### src/rtl/clkbank_pkg.sv
package clkbank_pkg;

  // Strobes from control to datapath
  typedef struct packed {
    logic hold;   // power-down: counter parked, config loading
    logic load;   // config sample edge (hold or period wrap)
  } bankStrobe_t;

  typedef enum logic [1:0] {
    DIS_LOW  = 2'b00,
    DIS_HIGH = 2'b01,
    DIS_Z0   = 2'b10,
    DIS_Z1   = 2'b11
  } disMode_e;

  function automatic logic oddSkewOk(input int s);
    return (s >= -4) && (s <= 4);
  endfunction

  function automatic logic evenSkewOk(input int s);
    int mag;
    mag = (s < 0) ? -s : s;
    return (mag == 0) || (mag == 1) || (mag == 2) || (mag == 4) || (mag == 6);
  endfunction

endpackage

### src/rtl/clkbank_ctrl.sv
module clkbank_ctrl
  import clkbank_pkg::*;
#(
  parameter int PER_W    = 10,
  parameter int DIV_W    = 5,
  parameter int TICKS_LO = 16,
  parameter int TICKS_HI = 8
) (
  input  logic             clk,
  input  logic             rstN,
  input  logic             pwrDn,
  input  logic [DIV_W-1:0] cfgDiv,
  input  logic             cfgHiFreq,
  output bankStrobe_t      strb,
  output logic [PER_W-1:0] cnt,
  output logic [PER_W-1:0] period,
  output logic [PER_W-1:0] periodNew
);

  logic [PER_W-1:0] ratio;
  logic [PER_W-1:0] ticksSel;
  logic             wrap;

  assign ratio     = PER_W'(cfgDiv) + PER_W'(1);
  assign ticksSel  = cfgHiFreq ? PER_W'(TICKS_HI) : PER_W'(TICKS_LO);
  assign periodNew = ratio * ticksSel;

  assign wrap      = (cnt == (period - PER_W'(1)));
  assign strb.hold = pwrDn;
  assign strb.load = pwrDn | wrap;

  always_ff @(posedge clk or negedge rstN) begin
    if (!rstN) begin
      cnt    <= '0;
      period <= PER_W'(TICKS_LO);
    end else if (strb.load) begin
      cnt    <= '0;
      period <= periodNew;
    end else begin
      cnt    <= cnt + PER_W'(1);
    end
  end

endmodule

### src/rtl/clkbank_dp.sv
module clkbank_dp
  import clkbank_pkg::*;
#(
  parameter int PER_W     = 10,
  parameter int SKEW_W    = 4,
  parameter bit EVEN_BANK = 1'b0
) (
  input  logic              clk,
  input  logic              rstN,
  input  bankStrobe_t       strb,
  input  logic [PER_W-1:0]  cnt,
  input  logic [PER_W-1:0]  period,
  input  logic [PER_W-1:0]  periodNew,
  input  logic              cfgInv,
  input  logic [SKEW_W-1:0] cfgSkew,
  input  logic              cfgEnable,
  input  logic [1:0]        cfgDisMode,
  output logic              clkOut,
  output logic              clkOe,
  output logic              skewRej
);

  int                       skewInt;
  logic                     skewOk;
  logic signed [SKEW_W-1:0] skewQ;
  logic signed [SKEW_W-1:0] skewSel;
  logic        [PER_W-1:0]  skMag;
  logic        [PER_W-1:0]  offNext;
  logic        [PER_W-1:0]  offQ;
  logic                     invQ;
  logic        [PER_W:0]    phSum;
  logic        [PER_W-1:0]  phase;
  logic                     phaseZero;
  logic                     rawLvl;
  logic                     outQ;
  logic                     activeQ;
  logic                     enQ;
  disMode_e                 modeQ;

  assign skewInt = int'($signed(cfgSkew));

  generate
    if (EVEN_BANK) begin : g_even
      assign skewOk = evenSkewOk(skewInt);
    end else begin : g_odd
      assign skewOk = oddSkewOk(skewInt);
    end
  endgenerate

  assign skewRej = ~skewOk;

  // Offset added to the counter so the rising edge sits at phase s mod P
  always_comb begin
    skewSel = skewOk ? $signed(cfgSkew) : skewQ;
    if (skewSel[SKEW_W-1]) skMag = PER_W'(unsigned'(-skewSel));
    else                   skMag = PER_W'(unsigned'(skewSel));
    if (skewSel == '0)          offNext = '0;
    else if (skewSel[SKEW_W-1]) offNext = skMag;
    else                        offNext = periodNew - skMag;
  end

  assign phSum     = {1'b0, cnt} + {1'b0, offQ};
  assign phase     = (phSum >= {1'b0, period}) ? PER_W'(phSum - {1'b0, period})
                                               : PER_W'(phSum);
  assign phaseZero = (phase == '0);
  assign rawLvl    = (phase < (period >> 1)) ^ invQ;

  always_ff @(posedge clk or negedge rstN) begin
    if (!rstN) begin
      offQ    <= '0;
      skewQ   <= '0;
      invQ    <= 1'b0;
      outQ    <= 1'b0;
      activeQ <= 1'b0;
      enQ     <= 1'b0;
      modeQ   <= DIS_LOW;
    end else begin
      if (strb.load) begin
        offQ <= offNext;
        invQ <= cfgInv;
        if (skewOk) skewQ <= $signed(cfgSkew);
      end
      activeQ <= ~strb.hold;
      outQ    <= strb.hold ? 1'b0 : rawLvl;
      if (strb.hold || phaseZero) begin
        enQ   <= cfgEnable;
        modeQ <= disMode_e'(cfgDisMode);
      end
    end
  end

  assign clkOut = enQ ? outQ : (modeQ == DIS_HIGH);
  assign clkOe  = activeQ & (enQ | ~modeQ[1]);

endmodule

### src/rtl/clkbank_skew.sv
module clkbank_skew
  import clkbank_pkg::*;
#(
  parameter bit EVEN_BANK = 1'b0,
  parameter int DIV_W     = 5,
  parameter int SKEW_W    = 4,
  parameter int TICKS_LO  = 16,
  parameter int TICKS_HI  = 8
) (
  input  logic              clk,
  input  logic              rstN,
  input  logic              pwrDn,
  input  logic [DIV_W-1:0]  cfgDiv,
  input  logic              cfgHiFreq,
  input  logic              cfgInv,
  input  logic [SKEW_W-1:0] cfgSkew,
  input  logic              cfgEnable,
  input  logic [1:0]        cfgDisMode,
  output logic              clkOut,
  output logic              clkOe,
  output logic              skewRej
);

  localparam int MAX_PER = (2 ** DIV_W) * TICKS_LO;
  localparam int PER_W   = $clog2(MAX_PER + 1);

  bankStrobe_t      strb;
  logic [PER_W-1:0] cnt;
  logic [PER_W-1:0] period;
  logic [PER_W-1:0] periodNew;

  clkbank_ctrl #(
    .PER_W(PER_W), .DIV_W(DIV_W), .TICKS_LO(TICKS_LO), .TICKS_HI(TICKS_HI)
  ) u_ctrl (
    .clk(clk), .rstN(rstN), .pwrDn(pwrDn), .cfgDiv(cfgDiv), .cfgHiFreq(cfgHiFreq),
    .strb(strb), .cnt(cnt), .period(period), .periodNew(periodNew)
  );

  clkbank_dp #(
    .PER_W(PER_W), .SKEW_W(SKEW_W), .EVEN_BANK(EVEN_BANK)
  ) u_dp (
    .clk(clk), .rstN(rstN), .strb(strb), .cnt(cnt), .period(period),
    .periodNew(periodNew), .cfgInv(cfgInv), .cfgSkew(cfgSkew),
    .cfgEnable(cfgEnable), .cfgDisMode(cfgDisMode),
    .clkOut(clkOut), .clkOe(clkOe), .skewRej(skewRej)
  );

endmodule

### config.mk
export PLATFORM = sky130hd
export DESIGN_NAME = clkbank_skew
export DESIGN_NICKNAME = d
export VERILOG_FILES = /design/src/rtl/clkbank_pkg.sv /design/src/rtl/clkbank_ctrl.sv /design/src/rtl/clkbank_dp.sv /design/src/rtl/clkbank_skew.sv
export SDC_FILE = /design/constraint.sdc
export NUM_CORES = 1
export LEC_CHECK = 0
export ABC_AREA = 1
export BUFFER_PORTS_ARGS = -buffer_cell sky130_fd_sc_hd__buf_2
export CAP_MARGIN = 20
export CORE_UTILIZATION = 60
export DETAILED_ROUTE_END_ITERATION = 16
export GPL_TIMING_DRIVEN = 0
export HOLD_SLACK_MARGIN = 0.02
export PLACE_DENSITY_LB_ADDON = 0.15
export SETUP_SLACK_MARGIN = 0.02
export SLEW_MARGIN = 40
export SYNTH_ARGS = -nofsm -noshare
export SYNTH_HDL_FRONTEND = slang
export SYNTH_SLANG_ARGS = --single-unit
### constraint.sdc
create_clock -name clk -period 11.8 [get_ports clk]
set_clock_uncertainty 0.2 [all_clocks]
set_input_delay 3.54 -clock clk [delete_from_list [all_inputs] [get_ports clk]]
set_output_delay 3.54 -clock clk [all_outputs]
set_load 0.01 [all_outputs]
== After elaboration in Yosys (flattened, before gate mapping) ==
Index checks and enable logic that the tools add are counted.

* Latch bits: 0
* Bits in writable memories: 0
* Input port bits: 17
* Bits in registers: 40
* Word-level logic and storage cells: 43
* Output and inout port bits: 3
* Memory bits (read-only): 0
* Memories: 0

* Magnitude comparators: 4
* $add $sub $neg: 7
* Div/mod/pow operators: 0
* Multipliers: 1
* Bitwise gates (word level): 7
* Eq/ne operators: 2
* Muxes and demuxes: 9
* Shifts and indexed selects: 0
* Reduce and logical (&&, ||, !) cells: 4

{| class="wikitable"
|+ Operator list
! operator !! count
|-
| $mux 10 || 4
|-
| $add 10x10->11 || 1
|-
| $ge 11x10->1 || 1
|-
| $add 10x1->10 const B || 1
|-
| $eq 10x10->1 || 1
|-
| $logic_not 10->1 || 1
|-
| $lt 10x9->1 || 1
|-
| $mul 10x10->10 || 1
|-
| $sub 10x1->10 const B || 1
|-
| $sub 10x10->10 || 1
|-
| $sub 10x4->10 || 1
|-
| $mux 4 || 2
|-
| $add 5x1->6 const B || 1
|-
| $mux 5 || 1
|-
| $ge 4x3->1 const B || 1
|-
| $le 4x4->1 const B || 1
|-
| $logic_not 4->1 || 1
|-
| $neg 4->4 || 1
|-
| $not 1->1 || 3
|-
| $eq 2x1->1 const B || 1
|-
| $mux 1 || 2
|-
| $or 1x1->1 || 2
|-
| $and 1x1->1 || 1
|-
| $logic_and 1x1->1 || 1
|-
| other kinds (2) || 2
|}

== Depth between registers and ports, before layout ==
Gate-level depths: netlist (run 1).

* Depth in word-level cells: 8
* Depth in mapped cells: 36
* Gate-level depth less buffers: 36

== By module ==
From an unflattened synthesis (run 1), not the netlist that was laid out.

* Cells, all modules: 599
* Area, all modules: 4,048.9 um^2

{| class="wikitable"
|+ By module, submodules not included
! module !! seq. area each (um^2) !! cells each !! area each (um^2) !! instances
|-
| clkbank_dp || 500.5 || 419 || 2,700.1 || 1
|-
| clkbank_ctrl || 426.7 || 180 || 1,348.8 || 1
|}

== Worst setup path after synthesis (run 1) ==
No wires, ideal clock.

* Path type: in2out
* Start: input port cfgSkew[1]
* End: output port skewRej
* Stages: 4
* Path buffers: 0
* Arrival: 3.814 ns
* Data required time: 8.060 ns
* Slack: 4.246 ns
* Cells stage by stage: inv_1 nand2_1 nand3_2 nand2_4

* Longest elaborated chain between the ends: 3
* Elaborated cells between the ends (all ways): 4
* Those cells by class: order compare (2); bitwise (1); reduce/logical (1)

{| class="wikitable"
|+ Ends and longest elaborated chain
! item !! line !! source
|-
| start: declaration || clkbank_skew.sv:16 || <nowiki>input logic [SKEW_W-1:0] cfgSkew,</nowiki>
|-
| $ge 4x3->1 / $le 4x4->1 (equally long branches) || clkbank_pkg.sv:17 || <nowiki>return (s >= -4) && (s <= 4);</nowiki>
|-
| $logic_and 1x1->1 (*) || clkbank_pkg.sv:17 ||
|-
| $not 1->1 (*) || clkbank_dp.sv:50 || <nowiki>assign skewRej = ~skewOk;</nowiki>
|-
| end: declaration || clkbank_skew.sv:21 || <nowiki>output logic skewRej</nowiki>
|}

Mark *: on every way between the ends. The rest lies on a longest branch, timed or not.

== Worst setup path after layout (run 1) ==
* Start: input port cfgSkew[3]
* End: output port skewRej

The elaborated chain is that of the path after synthesis.

==> metrics.cfg, run 1 <==
[status]
status=completed

[global_routing]
grtUsageTotal=0.274
first_global_vias=3037
first_pass_grt_wire_length_um=13400
globalRoute.totalOverflow=0
antenna_found_initial=0
grt_max_degree=38

[sta]
finalWorstPathRequiredPeriod_ps=7840
setup_violations=0
timing.setup.tns_ps=0
drv_slew=0
final-hold-violation-count=0
post-route-worst-setup-slack_ps=3960
clock.fmax_mhz=128
rsz0062_at_grt=no
max_slew_margin=0.563
max_slew.worst_pin.slew_ps=649
final_min_period_over_clock_period=0.664

[clock_network]
cts_inserted_buffers=5
resized_after_cts=0
clock-root-buffer=sky130_fd_sc_hd__clkbuf_8
post-cts-setup-buffers=0
cts.sink_count=37
clkSlewWorstSetupHoldPaths_ps=70
cts_tree=yes
ctsLongestPathBuffers=2
clock_insertion_delay_worst_skew_ps=290
cts.htree.levels=2
holdBufCountCts=0

[floorplan]
design.core.area_sq_mm=0.00561
placementRows=27
i_o_pins=20
die_x_um=78.7
dieArea_sq_mm=0.00620
initial_utilization=0.630
die_h_um=78.7

[yosys]
synth-edff-count=0
synth-xor-area-share=0.0644
synth-simple-area-share=0.342
synth-compound-area-share=0.0786
synth_top_family_by_area=simple AND/OR/NAND/NOR gates
number_of_synthesized_register_bits=37
combined_area_of_all_synthesized_cells_sq_mm=0.00353
synth_ff_type=sky130_fd_sc_hd__dfrtp_1
sequential_to_total_area_share_from_yosys_stat=0.262
ys_async_sr_fraction=1.00
synth-adder-area-share=0.153
syn-mean-instance-area_sq_um=6.87
synth_cells=514
synth.distinct_cells=34
synthesis.yosys.warnings=0
synthMuxAreaShare=0

[pwr]
power.static_leakage_nw=2.22
p_per_area_mw_per_mm2=153
ir_drop_v=0.000142

[critical_path]
cp_data_arrival_time_ps=4100
critical_path.endpoint_type=output port
critical_path_required_ps=8060
largest_incremental_delay_on_the_critical_path_ps=140
cp_common_cell=sky130_fd_sc_hd__buf_2
crit_path_category=primary input to output port
timing.critical_path.from_type=primary input
crit_slowest_cell=sky130_fd_sc_hd__buf_2
crit_chain=buf_2 -> inv_1 -> nand3_2 -> nand2_4 -> buf_2
path_max_fanout=8

[layout]
final_antenna_diode_count=0
drive_gt1_frac=0.114
post-route-util=0.689
layout-area-overhead-vs-synth_pct=9.42
design.final.nets=602

[placement]
dp_slack_ps=3970
gp_routability_congestion=0.898
port_buffers=19
detailedPlacementHpwl_um=6060

[drt]
avgRoutedWirePerCell_um=12.3
routed_wirelength_um=7600
initialDrtViolationCount=118
ant_nets=0
vias=3224
vias_per_cell=5.23
drc=0
drt-pass1-iter-count=5

[worst_hold_path]
hold_path_class=register to register

[flow_run]
maxCapViolations=0

-- kinds of logic after synthesis --
kind of cell,count (synthesis)
AOI/OAI and AO/OA,51
xor gates and xnor gates,26
adders and majority gates,42
buffers and inverters,89
DFF,37
other,1
and+or+nand+nor,268
-- state kept, by name, indices dropped and copies added, names as in the netlist --
signal         flops
u_dp.offQ         10
u_dp.skewQ         4
u_dp.enQ           1
u_ctrl.period      7
u_ctrl.cnt        10
u_dp.activeQ       1
u_dp.modeQ         2
u_dp.outQ          1
u_dp.invQ          1
-- layout by cell type, fill, tap and decap left out, types with 3 or more instances in the layout --
cell                       netlist  final
sky130_fd_sc_hd__conb_1          1      4
sky130_fd_sc_hd__nand2_4         3      3
sky130_fd_sc_hd__o21ai_0        20     20
sky130_fd_sc_hd__nor3_1          8      8
sky130_fd_sc_hd__and3_1          3      3
sky130_fd_sc_hd__ha_1           40     40
sky130_fd_sc_hd__nor2_1         35     35
sky130_fd_sc_hd__nand2_1       152    152
sky130_fd_sc_hd__xor2_1         16     16
sky130_fd_sc_hd__nand3_2         8      8
sky130_fd_sc_hd__inv_2           4      4
sky130_fd_sc_hd__nand3_1        36     36
sky130_fd_sc_hd__dfrtp_1        36     36
sky130_fd_sc_hd__a21oi_1        13     13
sky130_fd_sc_hd__nand3b_1        4      4
sky130_fd_sc_hd__o21ai_1        10     10
sky130_fd_sc_hd__clkbuf_8        0      5
sky130_fd_sc_hd__buf_2           2     20
sky130_fd_sc_hd__nand4_1         6      6
sky130_fd_sc_hd__xnor2_1        10     10
sky130_fd_sc_hd__inv_1          81     81
sky130_fd_sc_hd__nand2_2         9      9
-- area by class of cell --
class / instances / area [sq um]
inverters: 85 / 319
multi-input cells: 391 / 2270
flip-flops and latches: 37 / 927
repair buffers: 19 / 97.6
fillers: 524 / 1740
clock inverters: 3 / 65.1
clock buffers: 5 / 68.8
plain buffers: 4 / 28.8
well taps: 72 / 90.1
-- Yosys cell counts (3+ instances only) --
library cell / n / area, sq um
sky130_fd_sc_hd__nor2_1: 35 / 131
sky130_fd_sc_hd__dfrtp_1: 36 / 901
sky130_fd_sc_hd__ha_1: 40 / 500
sky130_fd_sc_hd__nand3_1: 36 / 180
sky130_fd_sc_hd__nand3_2: 8 / 80.1
sky130_fd_sc_hd__o21ai_0: 20 / 100
sky130_fd_sc_hd__xor2_1: 16 / 140
sky130_fd_sc_hd__nand2_4: 3 / 33.8
sky130_fd_sc_hd__and3_1: 3 / 18.8
sky130_fd_sc_hd__nor3_1: 8 / 40.0
sky130_fd_sc_hd__inv_2: 4 / 15.0
sky130_fd_sc_hd__nand2_1: 152 / 571
sky130_fd_sc_hd__a21oi_1: 13 / 65.1
sky130_fd_sc_hd__inv_1: 81 / 304
sky130_fd_sc_hd__xnor2_1: 10 / 87.6
sky130_fd_sc_hd__nand4_1: 6 / 37.5
sky130_fd_sc_hd__o21ai_1: 10 / 50.1
sky130_fd_sc_hd__nand2_2: 9 / 56.3
sky130_fd_sc_hd__nand3b_1: 4 / 30.0
-- final timing paths --
path / depth (start not counted) / slack [ps] / start / endpoint
setup / recovery: 5 / 3960 / cfgSkew[3] / skewRej
hold / removal: 2 / 300 / u_dp.skewQ[1] / u_dp.skewQ[1]
setup reg to reg: 34 / 7570 / u_ctrl.cnt[0] / u_dp.outQ
hold reg to reg: 2 / 300 / u_dp.skewQ[1] / u_dp.skewQ[1]
max in group asynchronous: 1 / 8050 / rstN / u_ctrl.period[4]
min in group asynchronous: 1 / 3000 / rstN / u_dp.offQ[0]
-- metal layers --
layer	share of wire	GRT usage	up-vias
met4	0.015	0.0722	0
met1	0.46	0.344	1475
met2	0.49	0.497	56
met5	0	0	-
met3	0.031	0.0276	11
li1	-	-	1682
-- where the power goes --
part | switching [mW] | internal (mW) | total, mW
logic | 0.189 | 0.116 | 0.306
registers | 0.0123 | 0.144 | 0.156
clock network | 0.0462 | 0.0840 | 0.130
total | 0.248 | 0.344 | 0.592
-- critical path: cells and delay by family --
| kind | cells | cell delay, ps |
|---|---|---|
| buf+inv | 3 | 340 |
| simple gates | 2 | 220 |
-- per-stage QoR --
step	hold WS [ps]	instances	area [sq um]	power, mW
after floorplan	253	517	3540	0.396
after global placement	279	608	3730	0.448
after detailed placement	282	608	3730	0.460
after CTS	300	616	3860	0.594
after global routing	317	616	3870	0.650
final	296	616	3870	0.592
(Power assumes the default switching activity.)
==> inputs of run 2 (changes only) <==
--- a/config.mk
+++ b/config.mk
@@ -8,7 +8,7 @@
 export ABC_AREA = 1
 export BUFFER_PORTS_ARGS = -buffer_cell sky130_fd_sc_hd__buf_2
 export CAP_MARGIN = 20
-export CORE_UTILIZATION = 60
+export CORE_UTILIZATION = 56
 export DETAILED_ROUTE_END_ITERATION = 16
 export GPL_TIMING_DRIVEN = 0
 export HOLD_SLACK_MARGIN = 0.02
==> constraint.sdc (replaced) <==
create_clock -name clk -period 7.19 [get_ports clk]
set_clock_uncertainty 0.2 [all_clocks]
set_input_delay 2.157 -clock clk [delete_from_list [all_inputs] [get_ports clk]]
set_output_delay 2.157 -clock clk [all_outputs]
set_load 0.01 [all_outputs]
==> run 2 against run 1 <==
Worst setup slack worse by 1800 ps. Register-to-register slack worse by 4600 ps. Routed wire length is 2.4% lower. Non-clock buffer count stayed put. Clock power is 11% higher. Largest power group unchanged.
==> metrics.cfg, run 2 (same netlist as run 1, synthesis figures left out) <==
[sta]
final-hold-violation-count=0  ; unchanged
finalWorstPathRequiredPeriod_ps=5070
timing.hold.ws_ps=295  ; -1.58 ps
clock.fmax_mhz=197
drv_slew=0  ; unchanged
timing.setup.tns_ps=0  ; unchanged
setup_violations=0  ; unchanged
final_min_period_over_clock_period=0.705
max_slew_margin=0.580  ; +0.0167
rsz0062_at_grt=no
max_slew.worst_pin.slew_ps=624  ; -24.8 ps

[layout]
layout_commonest_cell=sky130_fd_sc_hd__nand2_1
final_antenna_diode_count=0  ; unchanged
layout-area-overhead-vs-synth_pct=8.18
design.final.nets=602  ; unchanged
drive_gt1_frac=0.114  ; unchanged
post-route-util=0.638  ; -0.0514
reg.largest.list=u_ctrl.cnt: 10 flops, u_dp.offQ: 10 flops, u_ctrl.period: 7 flops
layout_common_cells=sky130_fd_sc_hd__nand2_1, sky130_fd_sc_hd__inv_1, sky130_fd_sc_hd__ha_1

[flow_run]
maxCapViolations=0  ; unchanged

[critical_path]
crit_chain=buf_2 -> inv_1 -> nand3_2 -> nand2_4 -> buf_2
crit_path_category=primary input to output port
cp_common_cell=sky130_fd_sc_hd__buf_2
path_max_fanout=8  ; unchanged
cp_data_arrival_time_ps=2710  ; -1390 ps
critical_path.endpoint_type=output port
critical_path_required_ps=4830  ; -3230 ps
largest_incremental_delay_on_the_critical_path_ps=140  ; about the same
crit_slowest_cell=sky130_fd_sc_hd__buf_2
timing.critical_path.from_type=primary input

[clock_network]
clock_insertion_delay_worst_skew_ps=300  ; about the same
holdBufCountCts=0  ; unchanged
cts.htree.levels=2  ; unchanged
resized_after_cts=0  ; unchanged
clock-root-buffer=sky130_fd_sc_hd__clkbuf_8
post-cts-setup-buffers=0  ; unchanged
ctsLongestPathBuffers=2  ; unchanged
cts_tree=yes
cts_inserted_buffers=5  ; unchanged
clkSlewWorstSetupHoldPaths_ps=70  ; about the same
cts.sink_count=37  ; unchanged

[worst_hold_path]
hold_path_class=register to register

[global_routing]
antenna_found_initial=0  ; unchanged
first_pass_grt_wire_length_um=12600  ; -6.4%
grtUsageTotal=0.249  ; -0.0251
globalRoute.totalOverflow=0  ; unchanged
first_global_vias=2872  ; -5.4%
grt_max_degree=38  ; unchanged

[placement]
detailedPlacementHpwl_um=5990  ; -1.1%
gp_routability_congestion=0.892  ; -0.69%
port_buffers=19  ; unchanged

[pwr]
p_per_area_mw_per_mm2=234  ; +53%
ir_drop_v=0.000167  ; +17%
power.static_leakage_nw=2.19  ; -1.1%

[drt]
drt-pass1-iter-count=4  ; -1
initialDrtViolationCount=89  ; -25%
vias_per_cell=5.12  ; -2.2%
drc=0  ; unchanged
ant_nets=0  ; unchanged
vias=3167  ; -1.8%
routed_wirelength_um=7410  ; -2.4%
avgRoutedWirePerCell_um=12.0  ; -2.9%

[floorplan]
design.core.area_sq_mm=0.00599  ; +6.8%
die_h_um=81.4  ; +3.4%
placementRows=28  ; +3.7%
die_x_um=81.4  ; +3.4%
dieArea_sq_mm=0.00663  ; +7.0%
i_o_pins=20  ; unchanged
initial_utilization=0.590  ; -0.0403

[status]
status=completed

run 2: cell types whose count changed in the layout (fill, tap and decap cells not counted), sizes merged:
cell / delta
clkinv: +1
bufinv: -2
clkinvlp: +1
run 2: worst max-delay path, delay by kind of cell:
family                 cells  cell delay, ps
buffers and inverters      3             340
AND/OR/NAND/NOR            2             210
run 2: layout make-up:
cell class / count / area (sq um)
timing repair buffer: 19 / 97.6
tap: 75 / 93.8
clock buffer: 5 / 68.8
sequential: 37 / 927
inverter: 85 / 319
fill: 555 / 2170
multi-input combinational: 391 / 2270
buffer: 4 / 28.8
clock inverter: 3 / 17.5
run 2: path summary, 6_finish.rpt:
check | from | to | slack (ps) | depth (start not counted)
setup / recovery | cfgSkew[3] | skewRej | 2120 | 5
hold / removal | u_dp.skewQ[3] | u_dp.skewQ[3] | 290 | 1
setup reg to reg | u_ctrl.cnt[0] | u_dp.outQ | 2940 | 34
hold reg to reg | u_dp.skewQ[3] | u_dp.skewQ[3] | 290 | 1
max in group asynchronous | rstN | u_ctrl.period[4] | 4830 | 1
min in group asynchronous | rstN | u_dp.skewQ[2] | 1610 | 1
run 2: per-stage QoR:
step	total power, mW	std cells	instance area (sq um)	setup WS [ps]
3_5_place_dp	0.751	611	3730	2120
2_1_floorplan	0.649	517	3540	2400
4_1_cts	0.900	619	3820	2120
3_3_place_gp	0.737	611	3730	2140
5_1_grt	0.987	619	3820	2050
6_report	0.895	619	3820	2120
run 2: per-layer routing:
| metal | wire length [um] | global-route usage | up-vias |
|---|---|---|---|
| met5 | 0 | 0 | - |
| met4 | 185 | 0.102 | 0 |
| met3 | 161 | 0.0322 | 12 |
| met2 | 3500 | 0.421 | 39 |
| met1 | 3570 | 0.319 | 1436 |
| li1 | - | - | 1680 |
run 2: power breakdown:
part           internal (mW)  leakage [nW]  switching, mW
combinational          0.189          1.68          0.304
sequential             0.236         0.469         0.0210
clock                 0.0668        0.0439         0.0774
